`src/rtl/spim_pkg.sv`:
```
package spim_pkg;
  localparam int DATA_W  = 32;
  localparam int ADDR_W  = 8;
  localparam int LEN_W   = 4;
  localparam int PM_W    = 4;
  localparam int IDX_W   = $clog2(DATA_W);
  localparam int LENV_W  = IDX_W + 1;
  localparam int FAST_SH = 1;
  localparam int SLOW_SH = 5;

  localparam logic [ADDR_W-1:0] OFS_MODE  = 8'h20;
  localparam logic [ADDR_W-1:0] OFS_EVENT = 8'h24;
  localparam logic [ADDR_W-1:0] OFS_MASK  = 8'h28;
  localparam logic [ADDR_W-1:0] OFS_CMD   = 8'h2C;
  localparam logic [ADDR_W-1:0] OFS_TX    = 8'h30;
  localparam logic [ADDR_W-1:0] OFS_RX    = 8'h34;

  localparam int B_LOOP   = 30;
  localparam int B_CPOL   = 29;
  localparam int B_CPHA   = 28;
  localparam int B_DIV16  = 27;
  localparam int B_MSB    = 26;
  localparam int B_MASTER = 25;
  localparam int B_EN     = 24;
  localparam int B_LEN    = 20;
  localparam int B_PM     = 16;
  localparam int B_NE     = 9;
  localparam int B_NF     = 8;

  typedef struct packed {
    logic loop;
    logic cpol;
    logic cpha;
    logic div16;
    logic msbFirst;
    logic master;
    logic enable;
    logic [LEN_W-1:0] lenCode;
    logic [PM_W-1:0] pm;
  } spimCfg_t;

  typedef struct packed {
    logic load;
    logic shiftOut;
    logic sample;
    logic done;
  } spimStrobe_t;
endpackage

```
`src/rtl/spim_ctrl.sv`:
```
module spim_ctrl
  import spim_pkg::*;
(
  input  logic                   clk,
  input  logic                   rstN,
  input  logic [ADDR_W-1:0]      regAddr,
  input  logic                   regWrEn,
  input  logic [B_LOOP:B_PM]     modeWr,
  input  logic [B_NE:B_NF]       flagWr,
  output logic [DATA_W-1:0]      regRdData,
  input  logic [DATA_W-1:0]      rxWord,
  output spimStrobe_t            stb,
  output logic [LENV_W-1:0]      wordLen,
  output logic                   cfgMsb,
  output logic                   cfgLoop,
  output logic                   sck,
  output logic                   irq
);
  localparam int HALF_W = PM_W + 1 + SLOW_SH;
  localparam int EDGE_W = LENV_W + 1;

  spimCfg_t cfg;
  logic busy, phase, evNe, evNf, mkNe, mkNf;
  logic [HALF_W-1:0] halfCnt, pmPlus, halfLim;
  logic [EDGE_W-1:0] edgeCnt, edgeLast;
  logic wrMode, wrEvent, wrMask, wrTx;
  logic start, abort, tick, leading, lastEdge;

  assign wrMode  = regWrEn && (regAddr == OFS_MODE);
  assign wrEvent = regWrEn && (regAddr == OFS_EVENT);
  assign wrMask  = regWrEn && (regAddr == OFS_MASK);
  assign wrTx    = regWrEn && (regAddr == OFS_TX);

  // Control word: fields are frozen while the enable bit reads 1
  always_ff @(posedge clk) begin
    if (!rstN) begin
      cfg <= '0;
    end else if (wrMode) begin
      cfg.enable <= modeWr[B_EN];
      if (!cfg.enable) begin
        cfg.loop     <= modeWr[B_LOOP];
        cfg.cpol     <= modeWr[B_CPOL];
        cfg.cpha     <= modeWr[B_CPHA];
        cfg.div16    <= modeWr[B_DIV16];
        cfg.msbFirst <= modeWr[B_MSB];
        cfg.master   <= modeWr[B_MASTER];
        cfg.lenCode  <= modeWr[B_LEN +: LEN_W];
        cfg.pm       <= modeWr[B_PM +: PM_W];
      end
    end
  end

  assign wordLen  = (cfg.lenCode == '0) ? LENV_W'(DATA_W)
                                        : LENV_W'(cfg.lenCode) + LENV_W'(1);
  assign edgeLast = EDGE_W'({wordLen, 1'b0}) - EDGE_W'(1);
  assign pmPlus   = HALF_W'(cfg.pm) + HALF_W'(1);
  assign halfLim  = cfg.div16 ? (pmPlus << SLOW_SH) : (pmPlus << FAST_SH);

  assign start    = wrTx && cfg.enable && !busy;
  assign abort    = busy && !cfg.enable;
  assign tick     = busy && !abort && (halfCnt == halfLim - HALF_W'(1));
  assign leading  = !edgeCnt[0];
  assign lastEdge = tick && (edgeCnt == edgeLast);

  assign stb.load     = start;
  assign stb.sample   = tick && (cfg.cpha ? !leading : leading);
  assign stb.shiftOut = tick && (cfg.cpha ? (leading && edgeCnt != '0) : !leading);
  assign stb.done     = lastEdge;

  always_ff @(posedge clk) begin
    if (!rstN || abort || start) begin
      busy    <= rstN && start;
      phase   <= 1'b0;
      halfCnt <= '0;
      edgeCnt <= '0;
    end else if (busy) begin
      if (tick) begin
        halfCnt <= '0;
        phase   <= ~phase;
        edgeCnt <= edgeCnt + EDGE_W'(1);
        if (lastEdge) busy <= 1'b0;
      end else begin
        halfCnt <= halfCnt + HALF_W'(1);
      end
    end
  end

  assign sck = cfg.cpol ^ (busy & phase);

  // Flags: set wins over write-one-to-clear
  always_ff @(posedge clk) begin
    if (!rstN) begin
      evNe <= 1'b0;
      evNf <= 1'b0;
      mkNe <= 1'b0;
      mkNf <= 1'b0;
    end else begin
      if (stb.done) evNe <= 1'b1;
      else if (wrEvent && flagWr[B_NE]) evNe <= 1'b0;
      if (stb.done || abort) evNf <= 1'b1;
      else if (start) evNf <= 1'b0;
      else if (wrEvent && flagWr[B_NF]) evNf <= 1'b0;
      if (wrMask) begin
        mkNe <= flagWr[B_NE];
        mkNf <= flagWr[B_NF];
      end
    end
  end

  assign irq     = (evNe & mkNe) | (evNf & mkNf);
  assign cfgMsb  = cfg.msbFirst;
  assign cfgLoop = cfg.loop;

  always_comb begin
    regRdData = '0;
    case (regAddr)
      OFS_MODE: begin
        regRdData[B_LOOP]   = cfg.loop;
        regRdData[B_CPOL]   = cfg.cpol;
        regRdData[B_CPHA]   = cfg.cpha;
        regRdData[B_DIV16]  = cfg.div16;
        regRdData[B_MSB]    = cfg.msbFirst;
        regRdData[B_MASTER] = cfg.master;
        regRdData[B_EN]     = cfg.enable;
        regRdData[B_LEN +: LEN_W] = cfg.lenCode;
        regRdData[B_PM +: PM_W]   = cfg.pm;
      end
      OFS_EVENT: begin
        regRdData[B_NE] = evNe;
        regRdData[B_NF] = evNf;
      end
      OFS_MASK: begin
        regRdData[B_NE] = mkNe;
        regRdData[B_NF] = mkNf;
      end
      OFS_RX:  regRdData = rxWord;
      default: regRdData = '0;
    endcase
  end

  p_ne_on_done_r9: assert property (@(posedge clk) disable iff (!rstN)
    stb.done |=> evNe);
  p_nf_low_start_r9: assert property (@(posedge clk) disable iff (!rstN)
    stb.load |=> (busy && !evNf));
  p_abort_idle_r12: assert property (@(posedge clk) disable iff (!rstN)
    abort |=> (!busy && (sck == cfg.cpol)));
  p_fields_frozen_r2: assert property (@(posedge clk) disable iff (!rstN)
    (busy && cfg.enable) |=> $stable({cfg.loop, cfg.cpol, cfg.cpha, cfg.div16,
                                      cfg.msbFirst, cfg.lenCode, cfg.pm}));
  p_even_edges_r4: assert property (@(posedge clk) disable iff (!rstN)
    stb.done |-> edgeCnt[0]);
endmodule

```
`src/rtl/spim_dp.sv`:
```
module spim_dp
  import spim_pkg::*;
(
  input  logic              clk,
  input  logic              rstN,
  input  spimStrobe_t       stb,
  input  logic [DATA_W-1:0] txWord,
  input  logic [LENV_W-1:0] wordLen,
  input  logic              msbFirst,
  input  logic              loopBack,
  input  logic              misoIn,
  output logic              mosiOut,
  output logic [DATA_W-1:0] rxWord
);
  logic [DATA_W-1:0] txShift, rxShift, rxNext;
  logic [IDX_W-1:0]  lastIdx;
  logic              inBit;

  assign lastIdx = IDX_W'(wordLen - LENV_W'(1));
  assign mosiOut = msbFirst ? txShift[lastIdx] : txShift[0];
  assign inBit   = loopBack ? mosiOut : misoIn;
  assign rxNext  = msbFirst ? {rxShift[DATA_W-2:0], inBit}
                            : ((rxShift >> 1) | (DATA_W'(inBit) << lastIdx));

  always_ff @(posedge clk) begin
    if (!rstN) begin
      txShift <= '0;
      rxShift <= '0;
      rxWord  <= '0;
    end else begin
      if (stb.load) begin
        txShift <= txWord;
        rxShift <= '0;
      end else begin
        if (stb.shiftOut) txShift <= msbFirst ? (txShift << 1) : (txShift >> 1);
        if (stb.sample)   rxShift <= rxNext;
      end
      if (stb.done) rxWord <= stb.sample ? rxNext : rxShift;
    end
  end

  p_rx_justified_r8: assert property (@(posedge clk) disable iff (!rstN)
    stb.done |=> ((rxWord >> $past(wordLen)) == '0));
  p_edge_roles_r5: assert property (@(posedge clk) disable iff (!rstN)
    !(stb.sample && stb.shiftOut));
endmodule

```
`src/rtl/spim_master.sv`:
```
module spim_master
  import spim_pkg::*;
(
  input  logic              clk,
  input  logic              rstN,
  input  logic [ADDR_W-1:0] regAddr,
  input  logic              regWrEn,
  input  logic [DATA_W-1:0] regWrData,
  output logic [DATA_W-1:0] regRdData,
  output logic              sck,
  output logic              mosi,
  input  logic              miso,
  output logic              irq
);
  spimStrobe_t       stb;
  logic [LENV_W-1:0] wordLen;
  logic [DATA_W-1:0] rxWord;
  logic              cfgMsb, cfgLoop;

  spim_ctrl u_ctrl (
    .clk(clk), .rstN(rstN), .regAddr(regAddr), .regWrEn(regWrEn),
    .modeWr(regWrData[B_LOOP:B_PM]), .flagWr(regWrData[B_NE:B_NF]),
    .regRdData(regRdData), .rxWord(rxWord), .stb(stb), .wordLen(wordLen),
    .cfgMsb(cfgMsb), .cfgLoop(cfgLoop), .sck(sck), .irq(irq)
  );

  spim_dp u_dp (
    .clk(clk), .rstN(rstN), .stb(stb), .txWord(regWrData), .wordLen(wordLen),
    .msbFirst(cfgMsb), .loopBack(cfgLoop), .misoIn(miso), .mosiOut(mosi),
    .rxWord(rxWord)
  );
endmodule

```
`config.mk`:
```
export PLATFORM = sky130hd
export DESIGN_NAME = spim_master
export DESIGN_NICKNAME = d
export VERILOG_FILES = /design/src/rtl/spim_pkg.sv /design/src/rtl/spim_ctrl.sv /design/src/rtl/spim_dp.sv /design/src/rtl/spim_master.sv
export SDC_FILE = /design/constraint.sdc
export NUM_CORES = 1
export LEC_CHECK = 0
export BUFFER_PORTS_ARGS = -buffer_cell sky130_fd_sc_hd__buf_2
export CAP_MARGIN = 5
export CORE_ASPECT_RATIO = 2
export CORE_MARGIN = 5
export CORE_UTILIZATION = 50
export CTS_BUF_LIST = sky130_fd_sc_hd__clkbuf_8
export CTS_CLUSTER_DIAMETER = 80
export DETAILED_ROUTE_END_ITERATION = 8
export PLACE_DENSITY = 0.65
export SYNTH_ARGS = -nofsm -noshare
export SYNTH_HDL_FRONTEND = slang
export SYNTH_SLANG_ARGS = --single-unit
```
`constraint.sdc`:
```
create_clock -name clk -period 5.3 [get_ports clk]
set_input_delay 1.06 -clock clk [delete_from_list [all_inputs] [get_ports clk]]
set_output_delay 1.06 -clock clk [all_outputs]
set_load 0.005 [all_outputs]
```
==> run metrics, run 1 <==
Die W roughly 100 um; final number of setup-violating endpoints 0; antenna violations before repair 0; clk root buf clkbuf_8; Post-CTS Resized 0; crit path buf inv count 3; highest clock rate a little over 200 MHz; met3 GRT Util around 4.2%; reg-to-reg setup timing slack 930 ps; hold-critical path depth 2; Worst setup SP type flip-flop; Vias/cell 6.24; share of layout cells above drive strength 1 about 15%; CP Capture Type output port; CTS Sinks 134; global route hottest layer met2; Slowest cell on crit path ha_1; CTS tree built; I/O Pins 79; Data arrival, critical path 3820 ps; Initial Utilization 50.4%; Critical Path Fanout Max 9; drt wl/cell roughly 19 um; full die area 0.0190 mm2; DRC Markers 0; sequential area share after synthesis between 30% and 40%; leakage about 0.0031 uW; Mapped Nets 1088; total global-route track usage about 26%; FFs w/ async S/R, synth 0%; Clock Skew roughly 10 ps; Crit path depth 12; Post-Layout Cell Count 1279; clock tree buffer depth 2; GRT Residual Overflow 0; crit-path leading delay family adder cells; Cell Chain, Critical Path inv_1, ha_1, nor3b_2, nor2_1, clkinv_1, ha_1, mux4_2, mux2i_1, mux2i_1, o21a_1, a21o_1, buf_2; DRT iter0 DRCs ~540; largest net degree at the start of global routing 95; Place WS approximately 920 ps; most used flip-flop cell after synthesis dfxtp_1; DR pass1 iterations 5; post-route setup TNS 0 ps; crit path kind flip-flop to output port; # rows 66; global-route wire length before repair just under 40000 um; Relative slew margins roughly 30%; Port Buffers 78; cell area after synthesis ~0.008 mm2; Post-Route WL about 24000 um; routability cong. roughly 0.9; worst hold path type flip-flop to flip-flop; Slew Limit Fails 0; clock-pin slew on the worst setup and hold paths around 70 ps; worst skew pair latency around 450 ps; Post-DRT Antenna Nets 0; H-tree depth 4; Fin. Hold Viols 0; met1 usage around a third; Die Span Y between 150 and 200 um; Post-CTS Setup Bufs 0; RSZ-0062 raised after global routing false; setup ws final ~420 ps; # diodes 0; Crit path largest cell delay 650 ps; Vias 7976; worst slew pin tran roughly 1100 ps; Area growth syn-to-layout 9.95%; status finished clean; core footprint between 0.015 and 0.02 mm2; Post-synth EDFFs 0; Yosys warnings 0; Critical Path RT 4240 ps; worst r2r path cells 16; period utilization 92.0%; vias in the first global route 7731; Distinct cells, synth 68; Yosys reg bits 134; Worst IR Drop VDD 138 uV; minimum clock period between 4000 and 5000 ps; met2 usage 41.6%; Syn Inst Count 1036; hold_buf cts 0; synthesized area per cell slightly below 8 um2; Layout Nets between 1000 and 1500; hpwl dp 16800 um; pwr dens 210 mW/mm2; max-cap check violation count 0; placed insts between 1000 and 1500; Num CTS Buffers 17
[cells in the mapped netlist, types with 9 or more instances]
cell type,n,area [um2]
dfxtp_1,134,2680
nand2_1,134,503
a21oi_1,98,490
o21ai_0,90,450
clkbuf_1,63,236
nor2_1,63,236
mux2i_1,61,611
nand3_1,51,255
inv_1,25,93.8
buf_2,18,90.1
a22o_1,16,140
xnor2_1,16,140
and2_1,15,93.8
o31ai_1,15,113
xor2_1,15,131
a31oi_1,14,87.6
o2111ai_1,14,123
a211oi_1,13,97.6
nor3_1,13,65.1
nor3b_1,13,97.6
nand4_1,12,75.1
a211o_1,11,96.3
o221ai_1,9,78.8
[flip-flops by register name (all words and copies together) (netlist names)]
register        cells
u_dp.rxWord        32
u_ctrl.cfgLoop      1
u_ctrl.cfg         13
u_ctrl.halfCnt     10
u_ctrl.phase        1
u_ctrl.busy         1
u_ctrl.cfgMsb       1
u_dp.txShift       32
u_ctrl.edgeCnt      7
u_ctrl.evNe         1
u_ctrl.evNf         1
u_ctrl.mkNf         1
u_dp.rxShift       32
u_ctrl.mkNe         1
[worst min-delay path, cell delays in order, from the launching register on]
cell and delay (ps):
dfxtp_1 310, nand2_1 50, a21oi_1 50
[layer usage]
metal,part of all wire [%],wire (um),vias up
li1,-,-,3802
met1,41,10000,3808
met2,48,11700,305
met3,6.1,1480,61
met4,4.0,980,0
met5,0,0,-
[layout by cell type (no fill, tap or decap), drive strengths merged, types with 9 or more instances in the layout]
master / instances
xnor2: 17
and2: 15
a22o: 16
a211o: 11
dfxtp: 134
a211oi: 13
xor2: 15
nor3: 14
clkbuf: 22
buf: 101
nand2: 134
inv: 32
o31ai: 15
mux2i: 61
o221ai: 9
nor3b: 14
nor2: 63
nand3: 51
a21oi: 98
o21ai: 92
o2111ai: 14
nand4: 12
a31oi: 14
[metrics by stage]
| stage | instance area (um2) | power, uW | utilization (%) | hold WS, ps |
|---|---|---|---|---|
| after floorplan | 8120 | 1060 | - | 427 |
| after global placement | 8560 | 1090 | 53.2 | 436 |
| after detailed placement | 8560 | 1090 | 53.2 | 449 |
| after CTS | 8930 | 1890 | 55.4 | 459 |
| after global routing | 8930 | 1930 | 55.4 | 472 |
| final | 8930 | 1870 | 55.4 | 457 |
[layout make-up]
cell class | instances | area [um2]
Clock buffer | 22 | 303
Clock inverter | 9 | 62.6
Fill cell | 1555 | 7170
Inverter | 27 | 101
Multi-Input combinational cell | 782 | 4960
Sequential cell | 134 | 2690
Tap cell | 204 | 255
Timing Repair Buffer | 101 | 563
[worst paths after layout]
path / start / endpoint
worst max-delay path: u_ctrl.cfg[4] / mosi
worst min-delay path: u_dp.rxWord[31] / u_dp.rxWord[31]
worst max register to register: u_ctrl.cfg[4] / u_dp.rxWord[12]
worst min register to register: u_dp.rxWord[31] / u_dp.rxWord[31]
[power breakdown]
part,internal [uW],total [uW],switching [uW]
logic,18.1,58.2,40.1
clock network,419,810,391
registers,1010,1010,0.581
total,1440,1870,431
[cells by family (layout without fill, tap and decap cells)]
kind of cell               after synthesis  count (layout)  share of synthesized area (%)
adders and majority gates                8               8                           1.23
AOI/OAI and AO/OA                      316             316                           24.6
DFF                                    134             134                           33.0
xor gates and xnor gates                33              33                           3.82
buffers and inverters                  120             159                           6.10
muxes                                   73              73                           10.3
and+or+nand+nor                        352             352                           20.9
(Power assumes the default switching activity.)
==> inputs of run 2 (changes only) <==
==> constraint.sdc (replaced) <==
create_clock -name clk -period 4.9 [get_ports clk]
set_input_delay 0.98 -clock clk [delete_from_list [all_inputs] [get_ports clk]]
set_output_delay 0.98 -clock clk [all_outputs]
set_load 0.005 [all_outputs]
==> run 2 against run 1 <==
  * Cell area rose by 0.34%
  * Worst hold slack improved by 1.6 ps
  * Sequential share of layout area decreased by 0.10 points
  * Clock skew grew 8.4 ps
  * Die area did not move
  * Final cell count is 0.16% higher
  * First-iteration DRC count rose by 26%
  * Critical endpoint unchanged
  * Largest power group unchanged
  * Highest routed layer unchanged
==> run metrics, run 2 (synthesis results as in run 1) <==
Post-DRT Antenna Nets 0 (unchanged); Initial Utilization 50.4% (unchanged); hold_buf cts 0 (unchanged); CP Capture Type output port; Fin. Hold Viols 0 (unchanged); Post-CTS Setup Bufs 0 (unchanged); DR pass1 iterations 5 (unchanged); minimum clock period around 4700 ps; Relative slew margins 26.6% (-3.0 points); Die Span Y 190 um (unchanged); Port Buffers 78 (unchanged); drt wl/cell 18.6 um (-1.7%); I/O Pins 79 (unchanged); Filler Cells Inserted 1553 (-0.13%); # diodes 0 (unchanged); Critical Path RT 3920 ps (-320 ps); cell repeated most along the worst path mux2i_1; Data arrival, critical path 3680 ps (-140 ps); Worst IR Drop VDD 206 uV (+49%); critical path startpoint u_ctrl.cfg[4]; crit path kind flip-flop to output port; total global-route track usage 25.2% (-0.46 points); CTS tree built; Post-Route WL 23800 um (-1.6%); antenna violations before repair 0 (unchanged); Worst setup SP type flip-flop; Register Area 0.00269 mm2 (unchanged); Vias/cell 6.15 (-1.3%); Multi-input gate area 0.00498 mm2 (+0.40%); DRT iter0 DRCs 674 (+26%); Critical Path Fanout Max 9 (unchanged); H-tree depth 4 (unchanged); Vias 7883 (-1.2%); reg-to-reg critical path endpoint u_dp.rxWord[10]; Place WS 648 ps (-268 ps); FF-to-FF Start u_ctrl.cfg[4]; share of layout cells above drive strength 1 15.5% (+0.72 points); Largest regs u_dp.rxShift x32, u_dp.rxWord x32, u_dp.txShift x32; reg-to-reg setup timing slack 710 ps (-220 ps); global-route wire length before repair 38000 um (-3.4%); CTS Sinks 134 (unchanged); highest clock rate approximately 210 MHz; Slew Limit Fails 0 (unchanged); Area growth syn-to-layout 10.3%; clock tree buffer depth 2 (unchanged); status finished clean; largest net degree at the start of global routing 95 (unchanged); period utilization 95.2%; worst hold path type flip-flop to flip-flop; setup ws final 235 ps (-187 ps); Die W 100 um (unchanged); vias in the first global route 7425 (-4.0%); final number of setup-violating endpoints 0 (unchanged); Num CTS Buffers 17 (unchanged); most frequent cells in the layout 134 x nand2_1, 133 x dfxtp_1, 98 x a21oi_1; clock-pin slew on the worst setup and hold paths 70 ps (about the same); leakage 0.00308 uW (-0.42%); RSZ-0062 raised after global routing false; worst slew pin tran 1100 ps (+44.1 ps); Crit path largest cell delay 540 ps (-110 ps); Cell Chain, Critical Path inv_1, ha_1, nor3b_2, nor2_1, clkinv_1, ha_2, mux4_2, mux2i_1, mux2i_1, o21a_1, a21o_1, buf_2; hpwl dp 16800 um (-0.31%); core footprint 0.0161 mm2 (unchanged); routability cong. 0.895 (-0.46%); worst r2r path cells 16 (unchanged); DRC Markers 0 (unchanged); full die area 0.0190 mm2 (unchanged); clk root buf clkbuf_8; # rows 66 (unchanged); Clock Skew 18.8 ps (+8.44 ps); Post-CTS Resized 0 (unchanged); worst skew pair latency 460 ps (about the same); pwr dens 225 mW/mm2 (+7.2%); max-cap check violation count 0 (unchanged); GRT Residual Overflow 0 (unchanged); commonest non-fill, non-tap cell in the layout nand2_1; critical path capture point mosi; Slowest cell on crit path ha_2; Layout Nets 1117 (+0.18%); post-route setup TNS 0 ps (unchanged)
[run 2: cell types whose count changed in the layout (fill, tap and decap cells not counted), sizes merged]
cell      before  now
inv           32   28
clkinv         3    6
clkinvlp       0    3
buf          101  103
clkbuf        22   20
[run 2: routing by layer]
metal	vias up	global-route usage (%)	wire length [um]	share of wire, %
met2	265	42.4	11800	49
met4	0	11.8	873	3.7
li1	3818	-	-	-
met3	54	4.14	1280	5.4
met5	-	0	0	0
met1	3746	31.2	9930	42
[run 2: worst min path at each step]
stage	start	to	slack, ps	depth (start not counted)
global route	u_dp.rxWord[23]	u_dp.rxWord[23]	470	2
finish	u_dp.rxWord[29]	u_dp.rxWord[29]	460	2
CTS	u_dp.rxWord[23]	u_dp.rxWord[23]	460	2
floorplan	u_dp.rxWord[31]	u_dp.rxWord[31]	430	2
detailed placement	u_dp.rxWord[23]	u_dp.rxWord[23]	450	2
global placement	u_dp.rxWord[31]	u_dp.rxWord[31]	440	2
[run 2: critical path, delay by kind of cell (launching register included)]
family	cells	cell delay, ps
AOI/OAI and AO/OA	2	450
adders and majority gates	2	770
buffers and inverters	3	470
DFF	1	500
muxes	3	720
and+or+nand+nor	2	330
[run 2: cell type report]
cell class / instances / share of cell area (%)
clock buffers: 20 / 3.07
clock inverters: 11 / 0.950
inverters: 27 / 1.13
multi-input cells: 782 / 55.6
flip-flops and latches: 134 / 30.0
well taps: 204 / 2.85
repair buffers: 103 / 6.45
[run 2: metrics by stage]
step                instances  hold slack, ps  total power [uW]  area, um2  util, %
finish                   1281             458              2020       8960     55.6
global route             1281             471              2080       8960     55.6
CTS                      1281             456              2030       8940     55.5
detailed placement       1250             446              1180       8580     53.3
global placement         1250             439              1180       8580     53.3
floorplan                1036             427              1140       8120        -
[run 2: report_power, final]
| group | internal [uW] | switching, uW | total [uW] |
|---|---|---|---|
| logic | 19.7 | 43.5 | 63.2 |
| clock network | 429 | 436 | 865 |
| registers | 1090 | 0.654 | 1090 |
